File: config.mk
export PLATFORM = sky130hd
export DESIGN_NAME = sio_port
export DESIGN_NICKNAME = d
export VERILOG_FILES = /design/src/rtl/sio_pkg.sv /design/src/rtl/sio_tick.sv /design/src/rtl/sio_tx.sv /design/src/rtl/sio_rx.sv /design/src/rtl/sio_port.sv
export SDC_FILE = /design/constraint.sdc
export NUM_CORES = 1
export LEC_CHECK = 0
export CORE_UTILIZATION = 54
export CTS_BUF_LIST = sky130_fd_sc_hd__clkbuf_16
export DETAILED_ROUTE_END_ITERATION = 10
export PLACE_DENSITY_LB_ADDON = 0.08
export SLEW_MARGIN = 20
export SYNTH_ARGS = -nofsm -noshare
export SYNTH_HDL_FRONTEND = slang
export SYNTH_SLANG_ARGS = --single-unit
File: constraint.sdc
create_clock -name clk -period 2.95 [get_ports clk]
set_input_delay 0.59 -clock clk [delete_from_list [all_inputs] [get_ports clk]]
set_output_delay 0.59 -clock clk [all_outputs]
set_load 0.01 [all_outputs]
File: src/rtl/sio_pkg.sv
package sio_pkg;
    localparam int OSR   = 16;
    localparam int OSR_W = $clog2(OSR);
    localparam int DMAX  = 8;

    localparam logic [2:0] A_DIV  = 3'd0;
    localparam logic [2:0] A_LINE = 3'd1;
    localparam logic [2:0] A_STAT = 3'd2;
    localparam logic [2:0] A_MASK = 3'd3;
    localparam logic [2:0] A_TXD  = 3'd4;
    localparam logic [2:0] A_RXD  = 3'd5;

    typedef enum logic [2:0] {TX_IDLE, TX_START, TX_DATA, TX_PAR, TX_STOP} tx_state_t;
    typedef enum logic [2:0] {RX_IDLE, RX_START, RX_DATA, RX_PAR, RX_STOP} rx_state_t;

    typedef struct packed {
        logic [3:0] nbits;
        logic       par_en;
        logic       par_odd;
        logic [1:0] nstop;
    } frame_cfg_t;

    // Frame length below 7 (only 5 data, no parity, 1 stop) gets a second stop bit.
    function automatic frame_cfg_t decode_line(input logic [4:0] f);
        frame_cfg_t c;
        c.nbits   = 4'd5 + {2'b00, f[1:0]};
        c.par_en  = f[2];
        c.par_odd = f[3];
        c.nstop   = (f[4] || (f[1:0] == 2'b00 && !f[2])) ? 2'd2 : 2'd1;
        return c;
    endfunction
endpackage

File: src/rtl/sio_tick.sv
module sio_tick #(
    parameter int DIV_W = 16
) (
    input  logic             clk,
    input  logic             rst_n,
    input  logic             restart,
    input  logic [DIV_W-1:0] div,
    output logic             tick
);
    localparam int CW = DIV_W + 1;

    logic [CW-1:0] cnt;
    logic [CW-1:0] last;

    always_comb begin
        last = (div == '0) ? {1'b0, {DIV_W{1'b1}}} : CW'(div) - CW'(1);
        tick = (cnt == last);
    end

    always_ff @(posedge clk or negedge rst_n) begin
        if (!rst_n)              cnt <= '0;
        else if (restart || tick) cnt <= '0;
        else                     cnt <= cnt + CW'(1);
    end
endmodule

File: src/rtl/sio_tx.sv
module sio_tx
    import sio_pkg::*;
(
    input  logic            clk,
    input  logic            rst_n,
    input  logic            tick,
    input  frame_cfg_t      cfg,
    input  logic            thr_full,
    input  logic [DMAX-1:0] thr_data,
    output logic            take,
    output logic            busy,
    output logic            tx
);
    tx_state_t       st, nxt;
    logic [OSR_W-1:0] sub;
    logic [3:0]       idx;
    logic [DMAX-1:0]  shift;
    logic             par;
    logic             bit_end;
    logic [DMAX-1:0]  masked;

    always_comb begin
        bit_end = tick && (sub == OSR_W'(OSR - 1));
        masked  = thr_data & DMAX'((9'd1 << cfg.nbits) - 9'd1);
        nxt     = st;
        take    = 1'b0;
        unique case (st)
            TX_IDLE:  if (tick && thr_full) begin nxt = TX_START; take = 1'b1; end
            TX_START: if (bit_end) nxt = TX_DATA;
            TX_DATA:  if (bit_end && idx == cfg.nbits - 4'd1) nxt = cfg.par_en ? TX_PAR : TX_STOP;
            TX_PAR:   if (bit_end) nxt = TX_STOP;
            TX_STOP:  if (bit_end && idx == {2'b00, cfg.nstop} - 4'd1) begin
                          if (thr_full) begin nxt = TX_START; take = 1'b1; end
                          else nxt = TX_IDLE;
                      end
            default:  nxt = TX_IDLE;
        endcase
    end

    always_ff @(posedge clk or negedge rst_n) begin
        if (!rst_n) begin
            st    <= TX_IDLE;
            sub   <= '0;
            idx   <= '0;
            shift <= '0;
            par   <= 1'b0;
        end else begin
            st <= nxt;
            if (tick) sub <= (st == TX_IDLE || bit_end) ? '0 : sub + 1'b1;
            if (bit_end) idx <= (nxt != st) ? 4'd0 : idx + 4'd1;
            if (take) begin
                shift <= masked;
                par   <= (^masked) ^ cfg.par_odd;
            end else if (st == TX_DATA && bit_end) begin
                shift <= shift >> 1;
            end
        end
    end

    always_comb begin
        busy = (st != TX_IDLE);
        unique case (st)
            TX_START: tx = 1'b0;
            TX_DATA:  tx = shift[0];
            TX_PAR:   tx = par;
            default:  tx = 1'b1;
        endcase
    end
endmodule

File: src/rtl/sio_rx.sv
module sio_rx
    import sio_pkg::*;
(
    input  logic            clk,
    input  logic            rst_n,
    input  logic            tick,
    input  frame_cfg_t      cfg,
    input  logic            rx_in,
    output logic            done,
    output logic [DMAX-1:0] data,
    output logic            ferr,
    output logic            perr
);
    rx_state_t        st, nxt;
    logic [1:0]       sync;
    logic             rxs;
    logic [OSR_W-1:0] sub;
    logic [3:0]       idx;
    logic [DMAX-1:0]  shift;
    logic             pbit;
    logic             samp;

    always_comb begin
        rxs  = sync[1];
        samp = tick && ((st == RX_START) ? (sub == OSR_W'(OSR / 2 - 1))
                                         : (sub == OSR_W'(OSR - 1)));
        nxt  = st;
        unique case (st)
            RX_IDLE:  if (tick && !rxs) nxt = RX_START;
            RX_START: if (samp) nxt = rxs ? RX_IDLE : RX_DATA;
            RX_DATA:  if (samp && idx == cfg.nbits - 4'd1) nxt = cfg.par_en ? RX_PAR : RX_STOP;
            RX_PAR:   if (samp) nxt = RX_STOP;
            RX_STOP:  if (samp) nxt = RX_IDLE;
            default:  nxt = RX_IDLE;
        endcase
    end

    always_ff @(posedge clk or negedge rst_n) begin
        if (!rst_n) begin
            sync  <= 2'b11;
            st    <= RX_IDLE;
            sub   <= '0;
            idx   <= '0;
            shift <= '0;
            pbit  <= 1'b0;
        end else begin
            sync <= {sync[0], rx_in};
            st   <= nxt;
            if (tick) sub <= (st == RX_IDLE || samp) ? '0 : sub + 1'b1;
            if (samp) idx <= (nxt != st) ? 4'd0 : idx + 4'd1;
            if (st == RX_DATA && samp) shift <= {rxs, shift[DMAX-1:1]};
            if (st == RX_PAR && samp)  pbit  <= rxs;
        end
    end

    always_comb begin
        done = (st == RX_STOP) && samp;
        data = shift >> (4'(DMAX) - cfg.nbits);
        ferr = !rxs;
        perr = cfg.par_en && (pbit != ((^data) ^ cfg.par_odd));
    end
endmodule

File: src/rtl/sio_port.sv
module sio_port
    import sio_pkg::*;
#(
    parameter int DIV_W = 16
) (
    input  logic        clk,
    input  logic        rst_n,
    input  logic        bus_wr,
    input  logic        bus_rd,
    input  logic [2:0]  bus_addr,
    input  logic [15:0] bus_wdata,
    output logic [15:0] bus_rdata,
    input  logic        rx_i,
    output logic        tx_o,
    output logic        irq_o,
    output logic        txd_req,
    input  logic        txd_ack,
    output logic        rxd_req,
    input  logic        rxd_ack
);
    logic [DIV_W-1:0] div_q;
    logic [5:0]       line_q;
    logic [1:0]       mask_q;
    logic [DMAX-1:0]  thr_q, rbr_q;
    logic             thr_full, rx_full;
    logic             ferr_q, perr_q, ovr_q;
    logic             tx_ack_seen, rx_ack_seen;
    frame_cfg_t       cfg;
    logic             tick, take, tx_busy;
    logic             rx_done, rx_ferr, rx_perr;
    logic [DMAX-1:0]  rx_data;
    logic             wr_div, wr_stat, wr_txd, pop, load;

    always_comb begin
        cfg     = decode_line(line_q[4:0]);
        wr_div  = bus_wr && bus_addr == A_DIV;
        wr_stat = bus_wr && bus_addr == A_STAT;
        wr_txd  = bus_wr && bus_addr == A_TXD && !thr_full;
        pop     = bus_rd && bus_addr == A_RXD;
        load    = rx_done && (!rx_full || pop);
    end

    sio_tick #(.DIV_W(DIV_W)) tick_i (
        .clk(clk), .rst_n(rst_n), .restart(wr_div), .div(div_q), .tick(tick)
    );

    sio_tx tx_i (
        .clk(clk), .rst_n(rst_n), .tick(tick), .cfg(cfg), .thr_full(thr_full),
        .thr_data(thr_q), .take(take), .busy(tx_busy), .tx(tx_o)
    );

    sio_rx rx_i_u (
        .clk(clk), .rst_n(rst_n), .tick(tick), .cfg(cfg), .rx_in(rx_i),
        .done(rx_done), .data(rx_data), .ferr(rx_ferr), .perr(rx_perr)
    );

    always_ff @(posedge clk or negedge rst_n) begin
        if (!rst_n) begin
            div_q       <= DIV_W'(1);
            line_q      <= '0;
            mask_q      <= '0;
            thr_q       <= '0;
            rbr_q       <= '0;
            thr_full    <= 1'b0;
            rx_full     <= 1'b0;
            ferr_q      <= 1'b0;
            perr_q      <= 1'b0;
            ovr_q       <= 1'b0;
            tx_ack_seen <= 1'b0;
            rx_ack_seen <= 1'b0;
        end else begin
            if (wr_div) div_q <= bus_wdata[DIV_W-1:0];
            if (bus_wr && bus_addr == A_LINE) line_q <= bus_wdata[5:0];
            if (bus_wr && bus_addr == A_MASK) mask_q <= bus_wdata[1:0];
            if (wr_txd) begin
                thr_q    <= bus_wdata[DMAX-1:0];
                thr_full <= 1'b1;
            end else if (take) begin
                thr_full <= 1'b0;
            end
            if (load) begin
                rbr_q   <= rx_data;
                rx_full <= 1'b1;
            end else if (pop) begin
                rx_full <= 1'b0;
            end
            if (wr_stat && bus_wdata[2]) ferr_q <= 1'b0;
            if (wr_stat && bus_wdata[3]) perr_q <= 1'b0;
            if (wr_stat && bus_wdata[4]) ovr_q  <= 1'b0;
            if (rx_done && rx_ferr) ferr_q <= 1'b1;
            if (rx_done && rx_perr) perr_q <= 1'b1;
            if (rx_done && rx_full && !pop) ovr_q <= 1'b1;
            if (txd_ack) tx_ack_seen <= 1'b1;
            if (take)    tx_ack_seen <= 1'b0;
            if (rxd_ack) rx_ack_seen <= 1'b1;
            if (load)    rx_ack_seen <= 1'b0;
        end
    end

    always_comb begin
        txd_req = line_q[5] && !thr_full && !tx_ack_seen;
        rxd_req = rx_full && !rx_ack_seen;
        irq_o   = (mask_q[0] && !thr_full) ||
                  (mask_q[1] && (rx_full || ferr_q || perr_q || ovr_q));
        unique case (bus_addr)
            A_DIV:   bus_rdata = 16'(div_q);
            A_LINE:  bus_rdata = {10'd0, line_q};
            A_STAT:  bus_rdata = {10'd0, tx_busy, ovr_q, perr_q, ferr_q, rx_full, !thr_full};
            A_MASK:  bus_rdata = {14'd0, mask_q};
            A_RXD:   bus_rdata = 16'(rbr_q);
            default: bus_rdata = '0;
        endcase
    end
endmodule

==> summary.txt <==
n_diodes - 0
vias - 5,342
max_cap viols - 0
Wirelength per Cell - 18.42 µm
Detailed Place HPWL - 12,210 µm
Root Driver - clkbuf_16
Post-Route Skew - 13.93 ps
antenna violations before repair - 0
maximum clock frequency - 313.8 MHz
RSZ-0062 raised after global routing - yes
antenna viol nets, final - 0
met2 Use GR - 0.4306
Die Width - 110.8 µm
sequential area share after synthesis - 0.4156
FF+latch count, synth - 106
# H-tree levels - 3
final slew viol count - 0
startpoint types - flop
CTS Sinks - 106
Main synth FF type - dfrtp_1
hold slack - 244.7 ps
CTS Buf Count - 9
arrival time worst endpoint - 3430 ps
worst vdd ir - 0.6005 mV
crit path time final - 3187 ps
DR iter-0 viols - 401
worst reg2reg setup slack - -240 ps
# rows - 39
filler instances - 870
CTS tree - done
nets - 792
slack of the critical path - -237.2 ps
GRT Max-Usage Layer - met2
failing checks - setup timing
drt via density - 5.896
met1 Usage GRT - 0.4272
die height - 110.8 µm
CP Max Fanout - 8
DP Worst Slack - -218.7 ps
DRC - 0
leakage power - 3.810 nW
first-pass GRT wire length - 27,520 µm
full die area - 12,270 µm²
Mean Syn Cell Area - 9.669 µm²
GRT met3 Usage - 0.05085
Synth cell types - 68
layout cells sized above 1 - 0.2438
FF/Latch Area - 2656 µm²
WS Path Type - flop to flop
Synth Cell Area - 6391 µm²
ys async rst share - 1.000
Final Wtd Congestion - 0.9107
IO buf count - 45
Worst Setup End Kind - flop
final number of setup-violating endpoints - 44
drt first pass iters - 5
final worst-path cycle share - 1.080
Core Region - 11,470 µm²
Max clock buf depth - 2
post-layout util - 0.7066
GR Util All Layers - 0.2869
Post-synth EDFFs - 0
Hold WC Path Type - input port to asynchronous set/reset pin
io pins - 46
CP required - 3190 ps
pwr/cell area - 532.3 nW/µm²
Syn-to-layout area delta - 26.78%
Total Power - 4.313 mW
number of global-route vias before repair - 5,163
clock-pin slew on the worst setup and hold paths - 70 ps
Post-Syn Instances - 661
Overflow after GRT - 0
Multi-input gate area - 3756 µm²
initial cell density of the core - 0.5573
status - finished, violations left
Worst Tran Pin Value - 963.8 ps
Hold Vio Cnt, Final - 0
Clock Latency Late Sink - 360 ps
final wirelength - 16,690 µm
largest net degree at the start of global routing - 48
slew margin rel. - 0.3551
YS warnings - 0
critical path, cell delays in order, from the launching register on:
cell and delay [ps]:
dfstp_2 380, or4_4 540, a2111o_1 370, o211ai_1 210, a32oi_2 100, nor4_4 270
buf_4 170, nand3_4 80, or4_4 600, mux2_4 340
cell families after synthesis:
logic type | share of synthesized area
buffers and inverters | 0.03406
AO/OA/AOI/OAI | 0.1220
flip-flops | 0.4156
other | 0.0005868
adder cells (fa/ha/maj) | 0.01370
AND/OR/NAND/NOR | 0.2116
multiplexers | 0.1222
XOR/XNOR | 0.08027
power breakdown:
group          internal, mW  total (mW)  switching, mW
logic                 0.646        1.29          0.645
clock network         0.656        1.21          0.550
registers              1.61        1.82          0.207
total                  2.91        4.31           1.40
registers in the layout, summed over array words and instances, names as in the netlist, 2 cells and up:
register,flops
tick_i.cnt,17
div_q,16
rbr_q,8
rx_i_u.shift,8
thr_q,8
tx_i.shift,8
line_q,6
rx_i_u.idx,4
rx_i_u.sub,4
tx_i.idx,4
tx_i.sub,4
rx_i_u.st,3
tx_i.st,3
mask_q,2
rx_i_u.sync,2
synthesized netlist by cell type, types with 4 or more instances:
| cell | count | area, µm² |
|---|---|---|
| and3_1 | 13 | 81.33 |
| mux2i_1 | 21 | 210.2 |
| ha_1 | 7 | 87.58 |
| nand3b_1 | 5 | 37.54 |
| nand4_1 | 12 | 75.07 |
| a21o_1 | 4 | 30.03 |
| o21ai_0 | 45 | 225.2 |
| o22ai_1 | 7 | 43.79 |
| a32oi_1 | 5 | 43.79 |
| nand2_1 | 59 | 221.5 |
| clkbuf_1 | 32 | 120.1 |
| o31ai_1 | 8 | 60.06 |
| o211ai_1 | 4 | 30.03 |
| a21oi_1 | 15 | 75.07 |
| or3_1 | 5 | 31.28 |
| nor2_1 | 43 | 161.4 |
| inv_1 | 18 | 67.56 |
| nor3_1 | 14 | 70.07 |
| nor3b_1 | 5 | 37.54 |
| a22oi_1 | 4 | 30.03 |
| nand3_1 | 25 | 125.1 |
| xor2_1 | 24 | 210.2 |
| mux2_2 | 40 | 450.4 |
| or4_1 | 4 | 30.03 |
| nor2b_1 | 10 | 62.56 |
| nor4b_1 | 6 | 52.55 |
| nor4_1 | 5 | 31.28 |
| nand2b_1 | 6 | 37.54 |
| mux2_4 | 8 | 120.1 |
| and2_1 | 12 | 75.07 |
| xnor2_1 | 32 | 280.3 |
| dfrtp_1 | 103 | 2577 |
area by class of cell:
| type | count | share of cell area |
|---|---|---|
| clock buffer | 9 | 0.02779 |
| clock inverter | 6 | 0.008338 |
| inverter | 18 | 0.008338 |
| multi-input combinational | 501 | 0.4636 |
| sequential | 106 | 0.3278 |
| tap | 143 | 0.02208 |
| timing repair buffer | 123 | 0.1421 |
per-stage QoR:
stage	std cells	setup TNS [ps]	instance area [µm²]
after floorplan	662	-2611	6431
after global placement	882	-3609	7477
final	906	-4918	8103
after detailed placement	882	-5283	7477
after CTS	902	-5052	7931
after global routing	906	-9725	8103
worst paths after layout:
kind	cells past startpoint	end	from
worst max-delay path	9	rx_i_u.shift[0]$_DFFE_PN0P_	div_q[0]$_DFFE_PN1P_
worst min-delay path	1	tick_i.cnt[10]$_DFF_PN0_	rst_n
worst max register to register	9	rx_i_u.shift[0]$_DFFE_PN0P_	div_q[0]$_DFFE_PN1P_
worst min register to register	0	rx_i_u.sync[1]$_DFF_PN1_	rx_i_u.sync[0]$_DFF_PN1_
max in group asynchronous	2	rx_i_u.sync[0]$_DFF_PN1_	rst_n
min in group clk	0	rx_i_u.sync[1]$_DFF_PN1_	rx_i_u.sync[0]$_DFF_PN1_
layout by cell type (no fill, tap or decap), drive strengths merged, types with 14 or more instances in the layout:
master	Yosys	routed
nand2	59	59
dfrtp	103	103
buf	6	79
nor3	14	14
xnor2	32	32
xor2	24	24
nand4	14	15
mux2i	21	21
a21oi	15	15
inv	18	20
nand3	26	26
nor2	43	43
mux2	48	48
o21ai	45	45
clkdlybuf4s50	0	29
routing by layer:
metal	wire length (µm)	part of all wire
met1	8083	0.48
met2	7592	0.45
met3	771	0.046
met4	244	0.015
met5	0	0
repair_timing:
item                       4_1_cts  5_1_grt
pin swaps                        7       17
gates cloned                     1        1
buffers inserted                 4        4
hold endpoints to repair         0        0
hold buffers                     0        0
setup endpoints to repair       42       80
gates resized for setup         37       39
Note: power is estimated with default switching activity, not from simulation.
